[config.mk]
export PLATFORM = sky130hd
export DESIGN_NAME = spi_fault_master
export DESIGN_NICKNAME = d
export VERILOG_FILES = /design/src/rtl/spim_pkg.sv /design/src/rtl/spim_sync.sv /design/src/rtl/spim_tick.sv /design/src/rtl/spi_fault_master.sv
export SDC_FILE = /design/constraint.sdc
export NUM_CORES = 1
export LEC_CHECK = 0
export ABC_AREA = 1
export CORE_MARGIN = 5
export CORE_UTILIZATION = 35
export DETAILED_ROUTE_END_ITERATION = 12
export GPL_ROUTABILITY_DRIVEN = 0
export PLACE_DENSITY_LB_ADDON = 0.3
export SLEW_MARGIN = 30
export SYNTH_ARGS = -nofsm -noshare
export SYNTH_HDL_FRONTEND = slang
export SYNTH_SLANG_ARGS = --single-unit
export TNS_END_PERCENT = 5
[constraint.sdc]
create_clock -name clk -period 1.6 [get_ports clk]
set_input_delay 0.24 -clock clk [delete_from_list [all_inputs] [get_ports clk]]
set_output_delay 0.24 -clock clk [all_outputs]
set_load 0.005 [all_outputs]
[src/rtl/spim_pkg.sv]
package spim_pkg;

    localparam int unsigned FRAME_W = 8;
    localparam int unsigned DLY_W   = 8;

    localparam logic [2:0] ADR_CTRL = 3'd0;
    localparam logic [2:0] ADR_MODE = 3'd1;
    localparam logic [2:0] ADR_TX   = 3'd2;
    localparam logic [2:0] ADR_RX   = 3'd3;
    localparam logic [2:0] ADR_STAT = 3'd4;

    typedef enum logic [1:0] {
        ST_IDLE   = 2'd0,
        ST_CSWAIT = 2'd1,
        ST_SHIFT  = 2'd2,
        ST_GAP    = 2'd3
    } spim_state_e;

endpackage

[src/rtl/spim_sync.sv]
module spim_sync #(
    parameter int unsigned STAGES  = 2,
    parameter logic        RST_VAL = 1'b1
) (
    input  logic clk,
    input  logic rst_n,
    input  logic d,
    output logic q
);
    logic [STAGES-1:0] chain_d, chain_q;

    always_comb begin
        chain_d = {chain_q[STAGES-2:0], d};
    end

    always_ff @(posedge clk or negedge rst_n) begin
        if (!rst_n) chain_q <= {STAGES{RST_VAL}};
        else        chain_q <= chain_d;
    end

    assign q = chain_q[STAGES-1];
endmodule

[src/rtl/spim_tick.sv]
module spim_tick #(
    parameter int unsigned HALF = 2
) (
    input  logic clk,
    input  logic rst_n,
    input  logic run,
    output logic tick
);
    localparam int unsigned CW = (HALF > 1) ? $clog2(HALF) : 1;

    logic [CW-1:0] cnt_d, cnt_q;

    assign tick = run && (cnt_q == CW'(HALF - 1));

    always_comb begin
        if (!run)      cnt_d = '0;
        else if (tick) cnt_d = '0;
        else           cnt_d = cnt_q + 1'b1;
    end

    always_ff @(posedge clk or negedge rst_n) begin
        if (!rst_n) cnt_q <= '0;
        else        cnt_q <= cnt_d;
    end
endmodule

[src/rtl/spi_fault_master.sv]
module spi_fault_master
    import spim_pkg::*;
#(
    parameter int unsigned NUM_CS      = 4,
    parameter int unsigned HALF_DIV    = 2,
    parameter int unsigned SYNC_STAGES = 2,
    parameter int unsigned BUS_W       = 32
) (
    input  logic              clk,
    input  logic              rst_n,
    input  logic              reg_en,
    input  logic              reg_wr,
    input  logic [2:0]        reg_addr,
    input  logic [BUS_W-1:0]  reg_wdata,
    output logic [BUS_W-1:0]  reg_rdata,
    output logic              sclk,
    output logic              mosi,
    input  logic              miso,
    output logic [NUM_CS-1:0] cs_n,
    input  logic              nss_in
);
    localparam int unsigned CSW   = (NUM_CS > 1) ? $clog2(NUM_CS) : 1;
    localparam int unsigned EDGES = 2 * FRAME_W;
    localparam int unsigned ECW   = $clog2(EDGES);
    localparam int unsigned TX_CS_LSB = 16;

    typedef struct packed {
        spim_state_e        state;
        logic               en;
        logic               master;
        logic               fdis;
        logic               keep;
        logic               cpol;
        logic [DLY_W-1:0]   gap_dly;
        logic [DLY_W-1:0]   cs_dly;
        logic [FRAME_W-1:0] tx_data;
        logic [CSW-1:0]     tx_cs;
        logic               tx_empty;
        logic [FRAME_W-1:0] rx_data;
        logic               rx_full;
        logic               fault;
        logic [FRAME_W-1:0] sh_out;
        logic [FRAME_W-1:0] sh_in;
        logic [ECW-1:0]     edge_cnt;
        logic [DLY_W-1:0]   dly_cnt;
        logic               cs_on;
        logic [CSW-1:0]     cs_cur;
    } spim_regs_t;

    spim_regs_t q, n;

    logic nss_s;
    logic tick;

    spim_sync #(.STAGES(SYNC_STAGES), .RST_VAL(1'b1)) u_nss_sync (
        .clk   (clk),
        .rst_n (rst_n),
        .d     (nss_in),
        .q     (nss_s)
    );

    spim_tick #(.HALF(HALF_DIV)) u_tick (
        .clk   (clk),
        .rst_n (rst_n),
        .run   (q.state == ST_SHIFT),
        .tick  (tick)
    );

    logic rd_stat, rd_rx, wr_ctrl, wr_mode, wr_tx, fault_evt;

    assign rd_stat   = reg_en && !reg_wr && (reg_addr == ADR_STAT);
    assign rd_rx     = reg_en && !reg_wr && (reg_addr == ADR_RX);
    assign wr_ctrl   = reg_en &&  reg_wr && (reg_addr == ADR_CTRL);
    assign wr_mode   = reg_en &&  reg_wr && (reg_addr == ADR_MODE);
    assign wr_tx     = reg_en &&  reg_wr && (reg_addr == ADR_TX);
    assign fault_evt = q.en && q.master && !q.fdis && !nss_s;

    function automatic logic [DLY_W-1:0] min1(input logic [DLY_W-1:0] v);
        return (v == '0) ? DLY_W'(1) : v;
    endfunction

    always_comb begin
        n = q;

        // read side effects first, so a set in the same cycle wins
        if (rd_stat) n.fault   = 1'b0;
        if (rd_rx)   n.rx_full = 1'b0;

        if (!q.en || !q.master) begin
            n.state    = ST_IDLE;
            n.cs_on    = 1'b0;
            n.edge_cnt = '0;
        end else begin
            unique case (q.state)
                ST_IDLE: begin
                    if (!q.tx_empty) begin
                        n.sh_out   = q.tx_data;
                        n.tx_empty = 1'b1;
                        n.edge_cnt = '0;
                        if (q.cs_on && (q.cs_cur == q.tx_cs)) begin
                            n.state = ST_SHIFT;
                        end else begin
                            n.cs_on   = 1'b0;
                            n.cs_cur  = q.tx_cs;
                            n.dly_cnt = min1(q.cs_dly);
                            n.state   = ST_CSWAIT;
                        end
                    end
                end
                ST_CSWAIT: begin
                    if (q.dly_cnt == DLY_W'(1)) begin
                        n.cs_on = 1'b1;
                        n.state = ST_SHIFT;
                    end else begin
                        n.dly_cnt = q.dly_cnt - 1'b1;
                    end
                end
                ST_SHIFT: begin
                    if (tick) begin
                        n.edge_cnt = q.edge_cnt + 1'b1;
                        if (!q.edge_cnt[0]) begin
                            n.sh_in = {q.sh_in[FRAME_W-2:0], miso};
                        end else begin
                            n.sh_out = {q.sh_out[FRAME_W-2:0], 1'b0};
                            if (q.edge_cnt == ECW'(EDGES - 1)) begin
                                n.rx_data  = q.sh_in;
                                n.rx_full  = 1'b1;
                                n.edge_cnt = '0;
                                n.dly_cnt  = min1(q.gap_dly);
                                n.state    = ST_GAP;
                                if (!q.keep) n.cs_on = 1'b0;
                            end
                        end
                    end
                end
                ST_GAP: begin
                    if (q.dly_cnt == DLY_W'(1)) n.state = ST_IDLE;
                    else                        n.dly_cnt = q.dly_cnt - 1'b1;
                end
                default: n.state = ST_IDLE;
            endcase
        end

        // register writes
        if (wr_ctrl) begin
            if (reg_wdata[0]) n.en = 1'b1;
            if (reg_wdata[1]) n.en = 1'b0;
        end
        if (wr_mode) begin
            n.master  = reg_wdata[0];
            n.fdis    = reg_wdata[1];
            n.keep    = reg_wdata[2];
            n.cpol    = reg_wdata[3];
            n.gap_dly = reg_wdata[8 +: DLY_W];
            n.cs_dly  = reg_wdata[16 +: DLY_W];
        end
        if (wr_tx) begin
            n.tx_data  = reg_wdata[FRAME_W-1:0];
            n.tx_cs    = reg_wdata[TX_CS_LSB +: CSW];
            n.tx_empty = 1'b0;
        end

        // contention fault overrides everything
        if (fault_evt) begin
            n.fault    = 1'b1;
            n.en       = 1'b0;
            n.state    = ST_IDLE;
            n.cs_on    = 1'b0;
            n.edge_cnt = '0;
            n.tx_empty = 1'b1;
        end
    end

    always_ff @(posedge clk or negedge rst_n) begin
        if (!rst_n) begin
            q          <= '0;
            q.state    <= ST_IDLE;
            q.tx_empty <= 1'b1;
        end else begin
            q <= n;
        end
    end

    assign sclk = q.cpol ^ ((q.state == ST_SHIFT) && q.edge_cnt[0]);
    assign mosi = q.sh_out[FRAME_W-1];

    for (genvar i = 0; i < NUM_CS; i++) begin : g_cs
        assign cs_n[i] = !(q.cs_on && (q.cs_cur == CSW'(i)));
    end

    always_comb begin
        reg_rdata = '0;
        unique case (reg_addr)
            ADR_MODE: begin
                reg_rdata[0]            = q.master;
                reg_rdata[1]            = q.fdis;
                reg_rdata[2]            = q.keep;
                reg_rdata[3]            = q.cpol;
                reg_rdata[8 +: DLY_W]   = q.gap_dly;
                reg_rdata[16 +: DLY_W]  = q.cs_dly;
            end
            ADR_RX:   reg_rdata[FRAME_W-1:0] = q.rx_data;
            ADR_STAT: begin
                reg_rdata[0] = q.rx_full;
                reg_rdata[1] = q.tx_empty;
                reg_rdata[2] = q.fault;
                reg_rdata[3] = q.en;
                reg_rdata[4] = (q.state != ST_IDLE);
            end
            default: reg_rdata = '0;
        endcase
    end

    // plain views of state for the bound checker
    logic cpol_q, en_q, fault_q, fdis_q, tx_empty_q;
    assign cpol_q     = q.cpol;
    assign en_q       = q.en;
    assign fault_q    = q.fault;
    assign fdis_q     = q.fdis;
    assign tx_empty_q = q.tx_empty;
endmodule

# Word level (Yosys, flattened, before mapping)

Cells that the tools add are included.

Add/sub/neg operators: 3
Multipliers: 0
Divide/modulo/power cells: 0
Order comparisons: 0
Equal/unequal tests: 28
Shifts and indexed selects: 0
Muxes and demuxes: 51
Bitwise gates (word level): 5
Reductions and logical operators: 51

Operators by type and width:

| operator                                                        | number |
|---|---|
| 8-bit two-way mux                                               | 6 |
| 9-bit two-way mux                                               | 4 |
| 4-bit inequality test, second input constant                    | 8 |
| 29-bit two-way mux                                              | 1 |
| 13-bit two-way mux                                              | 2 |
| 8-bit one-hot mux with 3 select lines                           | 1 |
| 1-bit logical AND                                               | 17 |
| 8-bit zero test                                                 | 2 |
| 16-bit two-way mux                                              | 1 |
| 2-bit two-way mux                                               | 8 |
| 8-bit one-hot mux with 2 select lines                           | 1 |
| 1-bit two-way mux                                               | 15 |
| 15-bit two-way mux                                              | 1 |
| 2-bit inequality test, second input constant                    | 6 |
| 4-bit one-hot mux with 3 select lines                           | 1 |
| 11-bit two-way mux                                              | 1 |
| 10-bit two-way mux                                              | 1 |
| 5-bit AND reduction                                             | 2 |
| 1-bit zero test                                                 | 9 |
| 2-bit == test, second input constant                            | 4 |
| 8-bit by 1-bit == test with 1-bit output, second input constant | 1 |
| 4-bit two-way mux                                               | 2 |
| 2-bit one-hot mux with 4 select lines                           | 1 |
| 4-bit one-hot mux with 2 select lines                           | 1 |
| 29 further kinds                                                | 42 |

Flip-flop bits (word level): 78
Latch bits: 0
Bits in writable memories: 0
Bits in read-only memories: 0
Input bits: 41
Output and inout port bits: 38
Word-level logic and storage cells: 160
Memories kept: 0

# Longest topological paths before layout

Gate-level depths: netlist (run 1).

Word-level depth: 11
Gate-level depth with buffers: 12
Mapped depth without buffers: 12

# By module

Synthesis (run 1) repeated with hierarchy kept, for this count alone.

Cell total of the unflattened synthesis: 516
Area, all modules: 4,092.7 um^2

By module, submodules not included:

| module           | times used | cells each | area each (um^2) | sequential area each (um^2) |
|---|---|---|---|---|
| spi_fault_master | 1          | 509        | 3,997.6          | 1,878.1 |
| spim_sync        | 1          | 2          | 52.6             | 52.6 |
| spim_tick        | 1          | 5          | 42.5             | 25.0 |

# Least setup slack after synthesis (run 1)

Ideal clock, no wire load.

Kind: reg-to-reg
Start point: register q[73] in the netlist's numbering
End point: register q[5] in the netlist's numbering
Setup time: 117 ps
Arrival time: 1,551 ps
Slack: -68 ps
Cell stages (with the launch flop): 12
Path buffers: 1
Cells stage by stage: dfrtp_1 inv_1 ha_1 buf_2 nand2_1 nand3_2 nor2_2 nand2_2 nor2_8 inv_2 nand2_1 nand2_1

Longest elaborated chain between the ends: 4

Ends and longest elaborated chain:

| element                                                                  | line                    | RTL |
|---|---|---|
| from (decl)                                                              | spi_fault_master.sv:50  | `spim_regs_t q, n;` |
| from (signal assigned)                                                   | spi_fault_master.sv:180 | `q <= n;` |
| 2-bit == test (tied with other cells)                                    | spi_fault_master.sv:94  | `unique case (q.state)` |
| 2-bit OR reduction (no line) / 1-bit logical AND (equally long branches) | -                       |  |
| 2-bit inequality test (no line)                                          | -                       |  |
| 7-bit AND reduction (no line)                                            | -                       |  |

Parallel ways exist; a longest one is shown, timed or not.
A chain may end at the register's enable or synchronous reset.

# Worst setup path after layout (run 1)

Start point: register q[73] in the netlist's numbering
End point: register q[26] in the netlist's numbering

Longest elaborated chain between the ends: 4

Ends and longest elaborated chain:

| element                         | line                                           | RTL |
|---|---|---|
| 2-bit == test                   | spi_fault_master.sv:65, spi_fault_master.sv:94 |  |
| 1-bit logical AND               | spim_tick.sv:13                                | `assign tick = run && (cnt_q == CW'(HALF - 1));` |
| 2-bit inequality test (no line) | -                                              |  |
| 5-bit AND reduction (no line)   | -                                              |  |

Parallel ways exist; a longest one is shown, timed or not.

==> parameters.txt, run 1 <==
Parameter                              Value

Run status
  Status    complete, but fails checks
  Violated checks    setup timing

Cells and area
  Total inserted antenna cells    0
  Biggest registers after layout    q x69, u_nss_sync.chain_q x2
  Largest register by flop count    q
  Fraction of final layout cells sized beyond drive strength 1    22.6%
  Post-route core utilization    49.2%
  Post-layout nets    688
  Max reg flops    between 60 and 70
  Relative area change from synthesis to final layout    38.2%
  Number of filler instances in the final layout    about 1.1k

STA
  Setup repair after global routing missed its margin    yes
  Final hold violation count    0
  Clock skew    5.36 ps
  Total of endpoints with negative setup slack in the final report    20
  Setup slack of the critical path after layout    -125 ps
  Final slew viol count    0
  Final cycle utilization of the critical path    108%
  Final critical path time including I/O delays and setup    approximately 1700 ps
  Setup TNS after final layout    -1150 ps
  Upper clock frequency limit    0.580 GHz

Yosys
  Distinct cell type count after synthesis    35
  Netlist Area Pre-Place    ~4000 um2
  Number of synthesized register bits    78
  Cell count after synthesis    525
  Number of synthesis warnings    0
  Mean Syn Cell Area    7.73 um2
  Sequential cell area fraction in the yosys report    48.2%

Drt
  Number of violations reported at the end of detailed-routing iteration 0    198
  Routed wire length per instance    13.3 um
  Total via count after detailed routing    3,718
  Detailed Routing Iterations Pass 1    5
  Avg Vias per Cell    4.72
  Total Routed Length    10.5 mm
  Number of nets still failing antenna checks after routing    0
  Number of DRC violations after detailed routing    0

Place
  Half-perimeter wire length of the detailed placement result    8.10 mm
  Number of input and output port buffers inserted    62

Critical path
  Crit path buf inv count    4
  CP Cell Sequence    inv_2 -> ha_4 -> buf_6 -> nand2_4 -> nand3_4 -> buf_6 -> nor3_4 -> buf_12 -> nor2_2 -> a31oi_1
  Depth of the worst register-to-register path    10
  Worst flop-to-flop path endpoint    q[26]
  Critical path startpoint    q[73]
  Critical path peak fanout    8
  Setup Crit Path Kind    reg2reg
  Kind of end point of the critical path    flop
  Destination of the critical timing path    q[26]
  Crit path max-delay family    buffers and inverters
  Critical path startpoint category    flop
  CP Data Required Time    1850 ps
  Critical Path Most Common Cell    buf_6
  Logic depth of the worst setup path including buffers    10
  Highest cell delay on the worst timing path    380 ps
  Worst r2r src    q[73]
  Register-to-register setup slack    -120 ps
  Cell with the largest stage delay on the worst path    dfrtp_1
  Arrival time of the worst setup path    1980 ps

Global routing
  Initial antenna violation count    0
  Global-route congestion overflow total    0
  Gr usage total    15.6%
  Largest net degree at the start of global routing    41
  Number of global-route vias before repair    3,732
  Wire length of the first global-routing pass    roughly 18 mm

Clock network
  Later-pin clock latency in the skew report    330 ps
  TritonCTS buffer count    9
  Clock input transition at the sequential cells of the worst setup and hold paths    60 ps
  TritonCTS Sinks    78
  Number of H-tree branching levels    3
  Clock tree root buffer cell    clkbuf_16
  CTS tree    built
  Clock tree buffer depth    2

Floorplanning
  Ports placed on the boundary    79
  Floorplan die height    118 um
  Std-Cell Core Area    11,400 um2
  Area enclosed by the die boundary    between 10,000 and 15,000 um2
  Starting density of the core    between 30 and 40%
  Row cnt    39
  Horizontal extent of the die    118 um

Hold path
  Worst Min Path Start    nss_in
  Class of the worst hold path    in2reg

Flow run
  Reported max-cap violation count    0

Pwr
  Static Leak    2.79 nW
  Worst vdd rail ir drop    755 uV
  Total power per unit cell area    1160 nW/um2
-- stage by stage --
step                      setup WS, ps  std cells  power (W)  instance area, um2  hold WS (ps)
after floorplan                   3.77        532    0.00362                4090         -55.6
after global placement            -524        766    0.00426                5190           197
after detailed placement          -592        766    0.00432                5190           204
after CTS                         -120        785    0.00650                5580           300
after global routing              -212        788    0.00695                5610           302
final                             -125        788    0.00652                5610           308
-- timing repair --
action                     CTS  global route
setup buffers                2             2
pin swaps                    3            10
hold buffers                 1             0
cloned                       0             1
setup endpoints to repair   55            55
hold endpoints to repair    26             0
resized for setup           91            33
-- final cells by class --
class	instances	area, um2	share of cell area (%)
sequential	78	1960	34.9
multi-input combinational	358	1850	33.0
timing repair buffer	118	1020	18.1
inverter	75	285	5.08
clock buffer	14	284	5.06
tap	143	179	3.19
clock inverter	2	37.5	0.669
-- logic make-up after synthesis --
logic type,Yosys count,share of synthesized area [%]
simple gates,251,26.6
buf+inv,96,10.0
compound gates,87,11.6
flops,78,48.2
fa+ha+maj,7,2.16
mux,4,1.11
other cells,1,0.0924
xor+xnor,1,0.216
-- Yosys cell counts, drive strengths merged --
| cell type | number | area share (%) |
|---|---|---|
| a31oi | 8 | 1.2 |
| a21oi | 24 | 3.0 |
| o211ai | 1 | 0.18 |
| nor3 | 4 | 1.0 |
| conb | 1 | 0.092 |
| nand2 | 124 | 12 |
| dfrtp | 75 | 46 |
| mux2 | 4 | 1.1 |
| clkinv | 2 | 0.18 |
| ha | 7 | 2.2 |
| buf | 15 | 2.6 |
| nand4 | 7 | 1.1 |
| nand3 | 46 | 5.8 |
| o31ai | 2 | 0.37 |
| inv | 73 | 6.7 |
| o21bai | 1 | 0.18 |
| nor2 | 69 | 6.9 |
| xor2 | 1 | 0.22 |
| o21ai | 46 | 5.7 |
| nand3b | 1 | 0.18 |
| o221ai | 2 | 0.43 |
| o22ai | 2 | 0.31 |
| dfstp | 3 | 1.9 |
| o211a | 1 | 0.25 |
| clkbuf | 6 | 0.55 |
-- worst min-delay path by stage --
stage                             to  cells after the start
6_report       u_nss_sync.chain_q[0]                      1
5_1_grt        u_nss_sync.chain_q[0]                      1
4_1_cts        u_nss_sync.chain_q[0]                      1
3_5_place_dp                   q[17]                      1
3_3_place_gp                   q[16]                      1
2_1_floorplan                 cpol_q                      0
-- worst reg2reg max path: cells and delay by family, from the launching register on --
| kind | cells | cell delay [ps] |
|---|---|---|
| adder cells (fa/ha/maj) | 1 | 180 |
| flip-flops | 1 | 380 |
| AO/OA/AOI/OAI | 1 | 140 |
| buffers and inverters | 4 | 500 |
| AND/OR/NAND/NOR | 4 | 440 |
-- power by group --
part | total [W] | switching [W] | internal (W) | leakage [nW]
Combinational | 0.00179 | 0.00102 | 0.000768 | 1.66
Sequential | 0.00259 | 0.000244 | 0.00235 | 0.979
Clock | 0.00215 | 0.000768 | 0.00138 | 0.155
-- per-layer routing --
layer	vias to the layer above	GRT usage, %	part of all wire [%]
li1	1899	-	-
met1	1731	20.4	46
met2	71	25.6	48
met3	17	2.74	3.9
met4	0	6.24	2.1
met5	-	0	0
-- cells in the final DEF, fill, tap and decap left out, types with 9 or more instances in the layout --
cell type / n
a21oi_1: 24
buf_4: 48
clkbuf_16: 10
clkbuf_2: 13
clkdlybuf4s50_1: 30
dfrtp_1: 73
dlygate4sd2_1: 9
inv_1: 62
inv_2: 11
nand2_1: 114
nand3_1: 44
nor2_1: 58
o21ai_0: 34
o21ai_1: 11
(Power assumes the default switching activity.)
==> inputs of run 2 (changes only) <==
Settings changed: TNS_END_PERCENT 5 to 50.
Clock period 1.6 ns to 2.16 ns, I/O delays scaled along.
==> run 2 against run 1 <==
Effect of this change: the flow now finishes without violations; worst hold slack gained 49 ps; core utilization shrank 3.2 points; clock power shrank 24%; clock skew grew 1.5 ps; power shrank 28%; clock-buffer cell count shrank 5; via count shrank 3.3%; sequential power shrank 26%; critical path type is now in2out; largest cell class unchanged; largest power group unchanged; highest routed layer unchanged.
==> parameters.txt, run 2 (synthesized netlist as in run 1, its figures left out) <==
Parameter                              Value

Global routing
  Gr usage total    15.0%
  Wire length of the first global-routing pass    17.4 mm
  Initial antenna violation count    0
  Layer with the highest usage    met2
  Met3 track utilization from global routing    2.93%
  Met1 track demand over resource in global routing    about a fifth
  Global-route congestion overflow total    0
  Largest net degree at the start of global routing    34
  Met2 track demand over resource    24.1%
  Number of global-route vias before repair    3,634

Clock network
  Number of H-tree branching levels    3
  Buffers inserted by post-CTS timing repair    0
  TritonCTS Sinks    78
  CTS tree    built
  Later-pin clock latency in the skew report    340 ps
  Clock tree buffer depth    2
  TritonCTS buffer count    9
  Clock input transition at the sequential cells of the worst setup and hold paths    60 ps
  Clock tree root buffer cell    clkbuf_16

Critical path
  Kind of end point of the critical path    primary output
  Critical path startpoint    reg_addr[2]
  Setup Crit Path Kind    in2out
  Register-to-register setup slack    about 230 ps
  Arrival time of the worst setup path    about 1700 ps
  Critical path startpoint category    primary input
  Destination of the critical timing path    reg_rdata[2]
  Worst r2r src    q[73]
  CP Data Required Time    1840 ps
  CP Cell Sequence    clkdlybuf4s50_1 -> buf_4 -> inv_2 -> nand2_1 -> nor2_2 -> buf_4 -> nand2_1 -> o221ai_1 -> dlygate4sd2_1
  Crit path max-delay family    buffers and inverters
  Highest cell delay on the worst timing path    between 400 and 500 ps
  Worst flop-to-flop path endpoint    q[14]
  Logic depth of the worst setup path including buffers    9
  Cell with the largest stage delay on the worst path    clkdlybuf4s50_1
  Critical path peak fanout    5
  Depth of the worst register-to-register path    11
  Crit path buf inv count    5

Drt
  Avg Vias per Cell    4.78
  Detailed Routing Iterations Pass 1    4
  Number of nets still failing antenna checks after routing    0
  Number of violations reported at the end of detailed-routing iteration 0    162
  Number of DRC violations after detailed routing    0
  Total via count after detailed routing    3,596
  Total Routed Length    between 10 and 15 mm
  Routed wire length per instance    13.4 um

STA
  Setup slack of the critical path after layout    approximately 120 ps
  Relative slew margins    a little under two thirds
  Final critical path time including I/O delays and setup    2040 ps
  Clock skew    6.91 ps
  Final hold violation count    0
  Upper clock frequency limit    about 0.49 GHz
  Actual slew at the worst max-slew pin    543 ps
  Final slew viol count    0
  Total of endpoints with negative setup slack in the final report    0
  Final cycle utilization of the critical path    94.6%
  Setup TNS after final layout    0 ps
  Setup repair after global routing missed its margin    no

Pwr
  Internal power    0.00320 W
  Sw Ratio    31.6%
  Total power per unit cell area    roughly 900 nW/um2
  Portion of total power attributed to the clock network    34.9%
  Reported net switching power    between 0.001 and 0.0015 W
  Share of power burned in combinational logic    about a quarter
  Overall power after layout    roughly 0.0047 W
  Worst vdd rail ir drop    457 uV
  Power share of the sequential group    approximately 41%
  Static Leak    2.65 nW

Hold path
  Class of the worst hold path    reg2reg
  Worst Min Path Start    u_nss_sync.chain_q[0]

Floorplanning
  Area enclosed by the die boundary    13,900 um2
  Horizontal extent of the die    118 um
  Std-Cell Core Area    approximately 11,000 um2
  Ports placed on the boundary    79
  Floorplan die height    118 um
  Row cnt    39
  Starting density of the core    roughly 36%

Place
  Number of input and output port buffers inserted    62
  Post-Place Worst Slack    -204 ps
  Half-perimeter wire length of the detailed placement result    7.66 mm
  Count of placed standard cells including taps    735

Cells and area
  Max reg flops    69
  Fraction of final layout cells sized beyond drive strength 1    10.3%
  Post-layout nets    around 650
  Highest-count cells in the layout ignoring fill and taps    121 x nand2_1, 75 x dfrtp_1, 66 x inv_1
  Final Non-Filler Cells    752
  Commonest non-fill, non-tap cell in the layout    nand2_1
  Total inserted antenna cells    0
  Relative area change from synthesis to final layout    29.3%
  Biggest registers after layout    q x69, u_nss_sync.chain_q x2
  Number of filler instances in the final layout    1,157
  Largest register by flop count    q

Flow run
  Reported max-cap violation count    0

Run status
  Status    finished, final reports clean
## run 2: worst min-delay path by stage
stage | endpoint | slack [ps] | cells after the start
floorplan | cpol_q | 30 | 0
global placement | q[17] | 300 | 1
detailed placement | q[35] | 310 | 1
CTS | u_nss_sync.chain_q[1] | 360 | 0
global route | u_nss_sync.chain_q[1] | 360 | 0
finish | u_nss_sync.chain_q[1] | 360 | 0
## run 2: layout make-up
type / instances / area, um2 / area share [%]
Clock buffer: 9 / 225 / 4.29
Tap cell: 143 / 179 / 3.41
Clock inverter: 7 / 96.3 / 1.84
Inverter: 75 / 283 / 5.39
Multi-Input combinational cell: 358 / 1740 / 33.1
Sequential cell: 78 / 1960 / 37.2
Timing Repair Buffer: 82 / 773 / 14.7
## run 2: worst register-to-register path: stages (launching register included)
cell,delay (ps)
dfrtp_1,420
inv_2,80
ha_1,240
buf_4,210
nor2_1,220
inv_1,120
nand3_1,120
nand2_1,170
nand4_1,120
nand2_1,50
nand2_1,50
inv_1,30
## run 2: power by group through the flow
stage               Sequential [W]  Combinational, W  Clock, W
finish                     0.00191           0.00113   0.00163
global route               0.00195           0.00130   0.00172
CTS                        0.00191           0.00114   0.00167
detailed placement         0.00194           0.00114         0
global placement           0.00193           0.00111         0
floorplan                  0.00189          0.000789         0
## run 2: what timing repair did
action / CTS / global route
resized for setup: 26 / 5
gates cloned: 0 / 0
hold buffers: 1 / 0
pin swaps: 0 / 0
endpoints found under the setup margin: 25 / 3
endpoints found under the hold margin: 30 / 0
## run 2: per-layer routing
metal / vias up / part of all wire, % / routed length, um
met5: - / 0 / 0
met4: 0 / 2.0 / 200
met3: 14 / 4.1 / 417
met2: 74 / 47 / 4740
met1: 1679 / 47 / 4720
li1: 1829 / - / -
## run 2: per-stage QoR
stage                     instance area (um2)  hold WS (ps)  utilization (%)
after global routing                     5250           361             46.0
after floorplan                          4090          28.4                -
final                                    5250           357             46.0
after global placement                   4920           297             43.1
after detailed placement                 4920           306             43.1
after CTS                                5230           358             45.8
